### config.mk
export PLATFORM = sky130hd
export DESIGN_NAME = flash_pp_wbuf
export DESIGN_NICKNAME = d
export VERILOG_FILES = /design/src/rtl/flash_pp_pkg.sv /design/src/rtl/flash_pp_mode.sv /design/src/rtl/flash_pp_fifo.sv /design/src/rtl/flash_pp_shifter.sv /design/src/rtl/flash_pp_wbuf.sv
export SDC_FILE = /design/constraint.sdc
export NUM_CORES = 1
export LEC_CHECK = 0
export BUFFER_PORTS_ARGS = -buffer_cell sky130_fd_sc_hd__buf_2
export CORE_ASPECT_RATIO = 0.7
export CORE_MARGIN = 2
export CORE_UTILIZATION = 30
export CTS_CLUSTER_DIAMETER = 30
export DETAILED_ROUTE_END_ITERATION = 8
export PLACE_DENSITY = 0.43
export RECOVER_POWER = 25
export SYNTH_ARGS = -nofsm -noshare
export SYNTH_HDL_FRONTEND = slang
export SYNTH_SLANG_ARGS = --single-unit
### constraint.sdc
create_clock -name clk -period 6.25 [get_ports clk]
set_input_delay 1.25 -clock clk [delete_from_list [all_inputs] [get_ports clk]]
set_output_delay 1.25 -clock clk [all_outputs]
set_load 0.02 [all_outputs]
### src/rtl/flash_pp_pkg.sv
package flash_pp_pkg;
  typedef enum logic [1:0] {
    SQ_IDLE  = 2'd0,
    SQ_SHIFT = 2'd1,
    SQ_TAIL  = 2'd2,
    SQ_END   = 2'd3
  } seq_state_e;

  localparam int BYTE_BITS = 8;
  localparam int CLKS_PER_BYTE = 2 * BYTE_BITS;
  localparam int HDR_ADDR_SHORT = 3;
  localparam int HDR_ADDR_LONG  = 4;
endpackage

### src/rtl/flash_pp_mode.sv
module flash_pp_mode (
  input  logic clk,
  input  logic rst,
  input  logic req_i,
  input  logic hold_i,
  output logic mode_o
);
  logic mode_q;

  // Mode changes only between commands; held while a command runs.
  always_ff @(posedge clk) begin
    if (rst) begin
      mode_q <= 1'b0;
    end else if (!hold_i) begin
      mode_q <= req_i;
    end
  end

  assign mode_o = mode_q;
endmodule

### src/rtl/flash_pp_fifo.sv
module flash_pp_fifo #(
  parameter int WIDTH = 32,
  parameter int DEPTH = 32
) (
  input  logic             clk,
  input  logic             rst,
  input  logic             clr_i,
  input  logic             wr_i,
  input  logic [WIDTH-1:0] wdata_i,
  input  logic             rd_i,
  output logic [WIDTH-1:0] rdata_o,
  output logic [$clog2(DEPTH+1)-1:0] count_o
);
  localparam int AW = $clog2(DEPTH);
  localparam int CW = $clog2(DEPTH + 1);

  logic [WIDTH-1:0] mem [DEPTH];
  logic [AW-1:0]    wptr_q, rptr_q;
  logic [CW-1:0]    count_q;
  logic [WIDTH-1:0] rdata_q;
  logic             do_wr, do_rd;

  assign do_wr = wr_i && !clr_i && (count_q != CW'(DEPTH));
  assign do_rd = rd_i && !clr_i && (count_q != '0);

  // Storage without reset so it maps onto block RAM.
  always_ff @(posedge clk) begin
    if (do_wr) begin
      mem[wptr_q] <= wdata_i;
    end
  end

  // Registered read port.
  always_ff @(posedge clk) begin
    if (do_rd) begin
      rdata_q <= mem[rptr_q];
    end
  end

  always_ff @(posedge clk) begin
    if (rst || clr_i) begin
      wptr_q  <= '0;
      rptr_q  <= '0;
      count_q <= '0;
    end else begin
      if (do_wr) begin
        wptr_q <= (wptr_q == AW'(DEPTH - 1)) ? '0 : wptr_q + 1'b1;
      end
      if (do_rd) begin
        rptr_q <= (rptr_q == AW'(DEPTH - 1)) ? '0 : rptr_q + 1'b1;
      end
      case ({do_wr, do_rd})
        2'b10:   count_q <= count_q + 1'b1;
        2'b01:   count_q <= count_q - 1'b1;
        default: count_q <= count_q;
      endcase
    end
  end

  assign rdata_o = rdata_q;
  assign count_o = count_q;
endmodule

### src/rtl/flash_pp_shifter.sv
module flash_pp_shifter #(
  parameter int BITS = 8
) (
  input  logic            clk,
  input  logic            rst,
  input  logic            load_i,
  input  logic [BITS-1:0] byte_i,
  output logic            last_o,
  output logic            sck_o,
  output logic            mosi_o
);
  localparam int BW = $clog2(BITS);

  logic [BITS-1:0] sh_q;
  logic [BW-1:0]   bit_q;
  logic            phase_q, active_q, sck_q, mosi_q;

  // High in the cycle that raises the clock for the final bit of the byte.
  assign last_o = active_q && phase_q && (bit_q == BW'(BITS - 1));

  always_ff @(posedge clk) begin
    if (rst) begin
      sh_q     <= '0;
      bit_q    <= '0;
      phase_q  <= 1'b0;
      active_q <= 1'b0;
      sck_q    <= 1'b0;
      mosi_q   <= 1'b0;
    end else begin
      if (active_q) begin
        if (!phase_q) begin
          mosi_q  <= sh_q[BITS-1];
          sck_q   <= 1'b0;
          phase_q <= 1'b1;
        end else begin
          sck_q   <= 1'b1;
          phase_q <= 1'b0;
          sh_q    <= {sh_q[BITS-2:0], 1'b0};
          bit_q   <= bit_q + 1'b1;
          if (bit_q == BW'(BITS - 1)) begin
            active_q <= 1'b0;
          end
        end
      end else begin
        sck_q <= 1'b0;
      end
      // A new byte taken in the final-bit cycle keeps the bit stream gapless.
      if (load_i) begin
        sh_q     <= byte_i;
        bit_q    <= '0;
        phase_q  <= 1'b0;
        active_q <= 1'b1;
      end
    end
  end

  assign sck_o  = sck_q;
  assign mosi_o = mosi_q;
endmodule

### src/rtl/flash_pp_wbuf.sv
module flash_pp_wbuf #(
  parameter int BURST_BYTES = 128,
  parameter int WORD_W      = 32
) (
  input  logic              clk,
  input  logic              rst,
  input  logic              mode_req_i,
  output logic              mode_ack_o,
  input  logic              push_i,
  input  logic [WORD_W-1:0] push_word_i,
  input  logic              go_i,
  output logic              busy_o,
  output logic              underfill_o,
  input  logic [7:0]        opcode_i,
  input  logic [31:0]       addr_i,
  input  logic              addr4_i,
  input  logic [7:0]        single_byte_i,
  output logic              cs_n_o,
  output logic              sck_o,
  output logic              mosi_o
);
  import flash_pp_pkg::*;

  localparam int BPW   = WORD_W / BYTE_BITS;
  localparam int DEPTH = BURST_BYTES / BPW;
  localparam int MAXN  = 1 + HDR_ADDR_LONG + BURST_BYTES;
  localparam int IW    = $clog2(MAXN + 1);
  localparam int LW    = $clog2(BPW);
  localparam int CW    = $clog2(DEPTH + 1);

  seq_state_e       state_q;
  logic             busy_q, err_q, cs_n_q;
  logic             mode_q, mode_r;
  logic [IW-1:0]    idx_q, total_q;
  logic [2:0]       alen_q;
  logic [31:0]      addr_r;
  logic [7:0]       byte_r;

  logic [CW-1:0]    fifo_count;
  logic [WORD_W-1:0] fifo_dout;
  logic             fifo_wr, fifo_rd;

  logic             ser_load, ser_last;
  logic [7:0]       ser_byte, next_byte;

  logic             accept, burst_ok, launch, refuse, step, more, in_data;
  logic [IW-1:0]    kpos, hdr_rem;
  logic [LW-1:0]    data_lane;
  logic [31:0]      addr_sh;

  flash_pp_mode u_mode (
    .clk    (clk),
    .rst    (rst),
    .req_i  (mode_req_i),
    .hold_i (busy_q),
    .mode_o (mode_q)
  );

  // Queue is held empty whenever buffered mode is off.
  flash_pp_fifo #(.WIDTH(WORD_W), .DEPTH(DEPTH)) u_fifo (
    .clk     (clk),
    .rst     (rst),
    .clr_i   (!mode_q),
    .wr_i    (fifo_wr),
    .wdata_i (push_word_i),
    .rd_i    (fifo_rd),
    .rdata_o (fifo_dout),
    .count_o (fifo_count)
  );

  flash_pp_shifter #(.BITS(BYTE_BITS)) u_shift (
    .clk    (clk),
    .rst    (rst),
    .load_i (ser_load),
    .byte_i (ser_byte),
    .last_o (ser_last),
    .sck_o  (sck_o),
    .mosi_o (mosi_o)
  );

  assign accept   = go_i && (state_q == SQ_IDLE);
  assign burst_ok = (fifo_count == CW'(DEPTH));
  assign launch   = accept && (!mode_q || burst_ok);
  assign refuse   = accept && mode_q && !burst_ok;
  assign fifo_wr  = push_i && mode_q && !busy_q;

  assign step    = (state_q == SQ_SHIFT) && ser_last;
  assign more    = idx_q < total_q;
  assign in_data = idx_q > IW'(alen_q);
  assign kpos    = idx_q - IW'(1) - IW'(alen_q);
  assign hdr_rem = IW'(alen_q) - idx_q;
  assign data_lane = kpos[LW-1:0];
  assign addr_sh = addr_r >> {hdr_rem, 3'b000};

  // Byte selection for the next slot of the window.
  always_comb begin
    if (!in_data) begin
      next_byte = addr_sh[7:0];
    end else if (mode_r) begin
      next_byte = fifo_dout[{data_lane, 3'b000} +: 8];
    end else begin
      next_byte = byte_r;
    end
  end

  assign ser_load = launch || (step && more);
  assign ser_byte = launch ? opcode_i : next_byte;

  // First word is read at launch; each later one when the top lane of the
  // current word is handed to the shifter.
  assign fifo_rd = (launch && mode_q) ||
                   (step && more && mode_r && in_data &&
                    (data_lane == LW'(BPW - 1)));

  always_ff @(posedge clk) begin
    if (rst) begin
      state_q <= SQ_IDLE;
      busy_q  <= 1'b0;
      err_q   <= 1'b0;
      cs_n_q  <= 1'b1;
      mode_r  <= 1'b0;
      idx_q   <= '0;
      total_q <= '0;
      alen_q  <= 3'(HDR_ADDR_SHORT);
      addr_r  <= '0;
      byte_r  <= '0;
    end else begin
      unique case (state_q)
        SQ_IDLE: begin
          if (launch) begin
            state_q <= SQ_SHIFT;
            busy_q  <= 1'b1;
            err_q   <= 1'b0;
            cs_n_q  <= 1'b0;
            mode_r  <= mode_q;
            idx_q   <= IW'(1);
            alen_q  <= addr4_i ? 3'(HDR_ADDR_LONG) : 3'(HDR_ADDR_SHORT);
            total_q <= IW'(1 + (addr4_i ? HDR_ADDR_LONG : HDR_ADDR_SHORT)
                           + (mode_q ? BURST_BYTES : 1));
            addr_r  <= addr_i;
            byte_r  <= single_byte_i;
          end else if (refuse) begin
            err_q <= 1'b1;
          end
        end
        SQ_SHIFT: begin
          if (step) begin
            if (more) begin
              idx_q <= idx_q + 1'b1;
            end else begin
              state_q <= SQ_TAIL;
            end
          end
        end
        SQ_TAIL: begin
          state_q <= SQ_END;
        end
        SQ_END: begin
          state_q <= SQ_IDLE;
          busy_q  <= 1'b0;
          cs_n_q  <= 1'b1;
        end
        default: state_q <= SQ_IDLE;
      endcase
    end
  end

  assign mode_ack_o  = mode_q;
  assign busy_o      = busy_q;
  assign underfill_o = err_q;
  assign cs_n_o      = cs_n_q;
endmodule

==> flow_summary.json <==
{
  "synth.net_count": 2219,
  "core.rowCount": 118,
  "slew_viol_final": 828,
  "syn_inst": 2103,
  "regToRegEndpoint": "u_fifo.count_o[5]$_SDFFE_PP0P_",
  "cts_setup_buffers": 0,
  "drt-wirelength-per-cell_um": 26.9,
  "hold_path.class": "reg -> reg",
  "insertion_delay_ns": 0.81,
  "start_util": 0.302,
  "crit_path_end_kind": "register",
  "ys_seq_area_frac": 0.751,
  "relative_contribution_of_the_clock_network_to_total_power": 0.548,
  "synth_enable_flop_cells": 1056,
  "grt_pass1_vias": 22900,
  "cpLargestDelayFamily": "compound AO/OA/AOI/OAI gates",
  "die_width_um": 465,
  "ctsResizeCount": 0,
  "timing.final.crit_period_ns": 3.98,
  "syn_area_per_cell_um2": 21.2,
  "worst_ep_required_time_ns": 6.90,
  "flops_latches_synth": 1147,
  "power.combinational.fraction": 0.046,
  "largest_net_degree_at_the_start_of_global_routing": 77,
  "instances_no_fill": 4479,
  "sw_frac_of_total": 0.230,
  "critical-path-slowest-cell": "sky130_fd_sc_hd__a211oi_4",
  "clk_path_buf_depth": 3,
  "synth-warning-count": 0,
  "critical-path-top-cell-by-count": "sky130_fd_sc_hd__ha_1",
  "clkSlewWorstSetupHoldPaths_ns": 0.05,
  "synth_top_area_frac": 0.710,
  "drc": 0,
  "drive_above_1_share": 0.351,
  "timing.slew.headroom": -0.373,
  "area_growth_syn_to_layout_pct": 23.0,
  "unrepaired_setup_endpoints_after_global_routing": "false",
  "coreArea_mm2": 0.148,
  "detail-route-antenna-nets": 0,
  "die_h_um": 327,
  "post_synth_most_frequent_cells": "sky130_fd_sc_hd__edfxtp_1 (1056), sky130_fd_sc_hd__mux4_2 (336), sky130_fd_sc_hd__nand2_1 (116)",
  "cp_data_arrival_time_ns": 4.63,
  "routed_wl_um": 120000,
  "drt_iter0_markers": 2079,
  "cts_hold_buf": 0,
  "ys_top_cells_by_area": "sky130_fd_sc_hd__edfxtp_1 (71%), sky130_fd_sc_hd__mux4_2 (17%), sky130_fd_sc_hd__dfxtp_1 (4.1%), sky130_fd_sc_hd__nand2_1 (0.98%), sky130_fd_sc_hd__a21oi_1 (0.87%)",
  "synth.most_common_cell": "sky130_fd_sc_hd__edfxtp_1",
  "tns_ns": 0,
  "power.leakage_nw": 17.0,
  "max_cap_viol_count": 25,
  "vias": 22200,
  "syn-cell-area_mm2": 0.0447,
  "setup_crit_start_kind": "register",
  "powerDensity_mw_per_mm2": 383,
  "outcome": "finished, violations left",
  "async_flop_share": 0,
  "route.detailed.vias_per_inst": 4.96,
  "detailedRoute.firstPassIterationCount": 5,
  "dpl.cell_count": 4100,
  "floorplan.die_area_mm2": 0.152,
  "power.share.sequential": 0.406,
  "dp_hpwl_um": 74000,
  "clock_skew_ns": 0.0355,
  "worst_r2r_startpoint": "idx_q[1]$_SDFFE_PP0P_",
  "final_net_count": 2438,
  "tritoncts": "built",
  "crit_path_cell_trace": "ha_1, o21ai_0, o211ai_2, a211oi_4, a41oi_4, nor2_4, ha_1, ha_1, a21o_1, a21oi_1, nand4b_1, nand4_1, xnor2_1, nor2_1",
  "layout.core_utilization": 0.372,
  "hold_start": "addr_r[29]$_SDFFE_PP0P_",
  "cts_num_sinks": 1147,
  "worstMarginPinSlew_ns": 2.06,
  "gp_routability_congestion": 0.782,
  "regToRegSetupSlack_ns": 2.27,
  "max_stage_delay_ns": 0.82,
  "global_route_wire_length_before_repair_um": 174000,
  "switchingPower_mw": 4.84,
  "fin_hold_ws_ns": 0.451,
  "hold-path-cell-count": 2,
  "worstSetupPathType": "reg -> reg",
  "grt_overflow_total": 0,
  "cts-root-buf": "sky130_fd_sc_hd__clkbuf_16",
  "htree_levels": 4,
  "cell_internal_pwr_mw": 16.2,
  "num-fill-cells": 13300,
  "grt_antenna_before_repair": 7,
  "worstHoldEndpoint": "addr_r[29]$_SDFFE_PP0P_",
  "synth_top_flop_cell": "sky130_fd_sc_hd__edfxtp_1",
  "cp_num_buf_inv": 0,
  "synth_cell_type_count": 59,
  "fmax_ghz": 0.251,
  "finalHoldViolCount": 0,
  "final.period_utilization": 0.637,
  "netlist.top_cell.by_area": "sky130_fd_sc_hd__edfxtp_1",
  "worst_r2r_path_depth": 14,
  "path_max_fanout": 19,
  "buffer_ports.inserted": 91,
  "finalPower_mw": 21.0,
  "track_usage": 0.160,
  "irDropWorstVdd_v": 0.000276,
  "timing.final.setup_violations": 0,
  "failed_checks": "capacitance limit, slew limit",
  "cts_buffers": 200,
  "io_pins": 92
}
==> per-stage QoR <==
| step | setup WS, ns | area, um2 |
|---|---|---|
| after CTS | 2.34 | 54900 |
| after floorplan | 1.31 | 44700 |
| after global routing | 2.01 | 54900 |
| after global placement | 2.07 | 47700 |
| final | 2.27 | 54900 |
| after detailed placement | 2.06 | 47700 |
==> registers in the layout, summed over array words and instances (netlist names) <==
| signal | flops |
|---|---|
| idx_q | 8 |
| u_mode.mode_o | 1 |
| u_shift.sck_o | 1 |
| u_shift.mosi_o | 1 |
| u_shift.sh_q | 8 |
| u_shift.active_q | 1 |
| u_fifo.rptr_q | 5 |
| u_fifo.count_o | 6 |
| u_shift.bit_q | 3 |
| byte_r | 8 |
| total_q | 4 |
| u_fifo.rdata_o | 32 |
| busy_o | 1 |
| addr_r | 32 |
| cs_n_o | 1 |
| underfill_o | 1 |
| state_q | 2 |
| alen_q | 2 |
| u_shift.phase_q | 1 |
| u_fifo.mem | 1024 |
| u_fifo.wptr_q | 5 |
==> area by class of cell <==
type	count	area (um2)	area share
Antenna cell	3	7.51	0.000137
Clock buffer	225	5180	0.0943
Clock inverter	151	2040	0.0371
Inverter	26	97.6	0.00178
Multi-Input combinational cell	819	10800	0.197
Sequential cell	1147	33500	0.611
Tap cell	1980	2480	0.0451
Timing Repair Buffer	128	752	0.0137
==> tightest hold or removal path: stages (launching register included) <==
cell                      delay [ns]
sky130_fd_sc_hd__dfxtp_1        0.30
sky130_fd_sc_hd__nand2_1        0.05
sky130_fd_sc_hd__a21oi_1        0.05
==> placed cells by master (no fill, tap or decap), types with 18 or more instances in the layout <==
cell type and count:
sky130_fd_sc_hd__edfxtp_1 1056, sky130_fd_sc_hd__mux4_2 336, sky130_fd_sc_hd__clkbuf_16 200, sky130_fd_sc_hd__nand2_1 116, sky130_fd_sc_hd__dfxtp_1 86, sky130_fd_sc_hd__a21oi_1 78
sky130_fd_sc_hd__buf_2 66, sky130_fd_sc_hd__clkbuf_1 42, sky130_fd_sc_hd__nor2_1 39, sky130_fd_sc_hd__nor2_4 33, sky130_fd_sc_hd__buf_4 33, sky130_fd_sc_hd__mux2_2 32
sky130_fd_sc_hd__bufinv_16 32, sky130_fd_sc_hd__clkinv_2 30, sky130_fd_sc_hd__ha_1 28, sky130_fd_sc_hd__inv_1 25, sky130_fd_sc_hd__inv_6 25, sky130_fd_sc_hd__clkinv_4 18
==> cells by family after synthesis <==
logic type,Yosys count,share of synthesized area
mux,372,0.178
flops,1147,0.751
simple gates,259,0.0261
buf+inv,137,0.0122
compound gates,148,0.0214
xor+xnor,10,0.00213
fa+ha+maj,30,0.00874
==> power groups by stage <==
stage	sequential, mW	clock [mW]	combinational, mW
floorplan	8.68	0	0.540
global placement	8.68	0	0.978
detailed placement	8.69	0	0.986
CTS	8.54	11.7	0.988
global route	8.55	12.1	1.06
finish	8.55	11.5	0.967
==> worst max path at each step <==
stage	from	to	slack (ns)	depth (start not counted)
after global placement	push_i	u_fifo.mem[20][6]$_DFFE_PP_	2.07	4
after global routing	total_q[1]$_SDFFE_PP0P_	u_fifo.count_o[3]$_SDFFE_PP0P_	2.01	15
final	idx_q[1]$_SDFFE_PP0P_	u_fifo.count_o[5]$_SDFFE_PP0P_	2.27	14
after floorplan	go_i	u_fifo.count_o[5]$_SDFFE_PP0P_	1.31	13
after detailed placement	push_i	u_fifo.mem[23][6]$_DFFE_PP_	2.06	4
after CTS	total_q[1]$_SDFFE_PP0P_	u_fifo.count_o[5]$_SDFFE_PP0P_	2.34	15
==> layer usage <==
| metal | GRT usage | part of all wire |
|---|---|---|
| met3 | 0.0328 | 0.048 |
| met2 | 0.236 | 0.45 |
| met4 | 0.0366 | 0.015 |
| met1 | 0.241 | 0.49 |
| met5 | 0 | 0 |
Power figures use the tool's default switching activity.
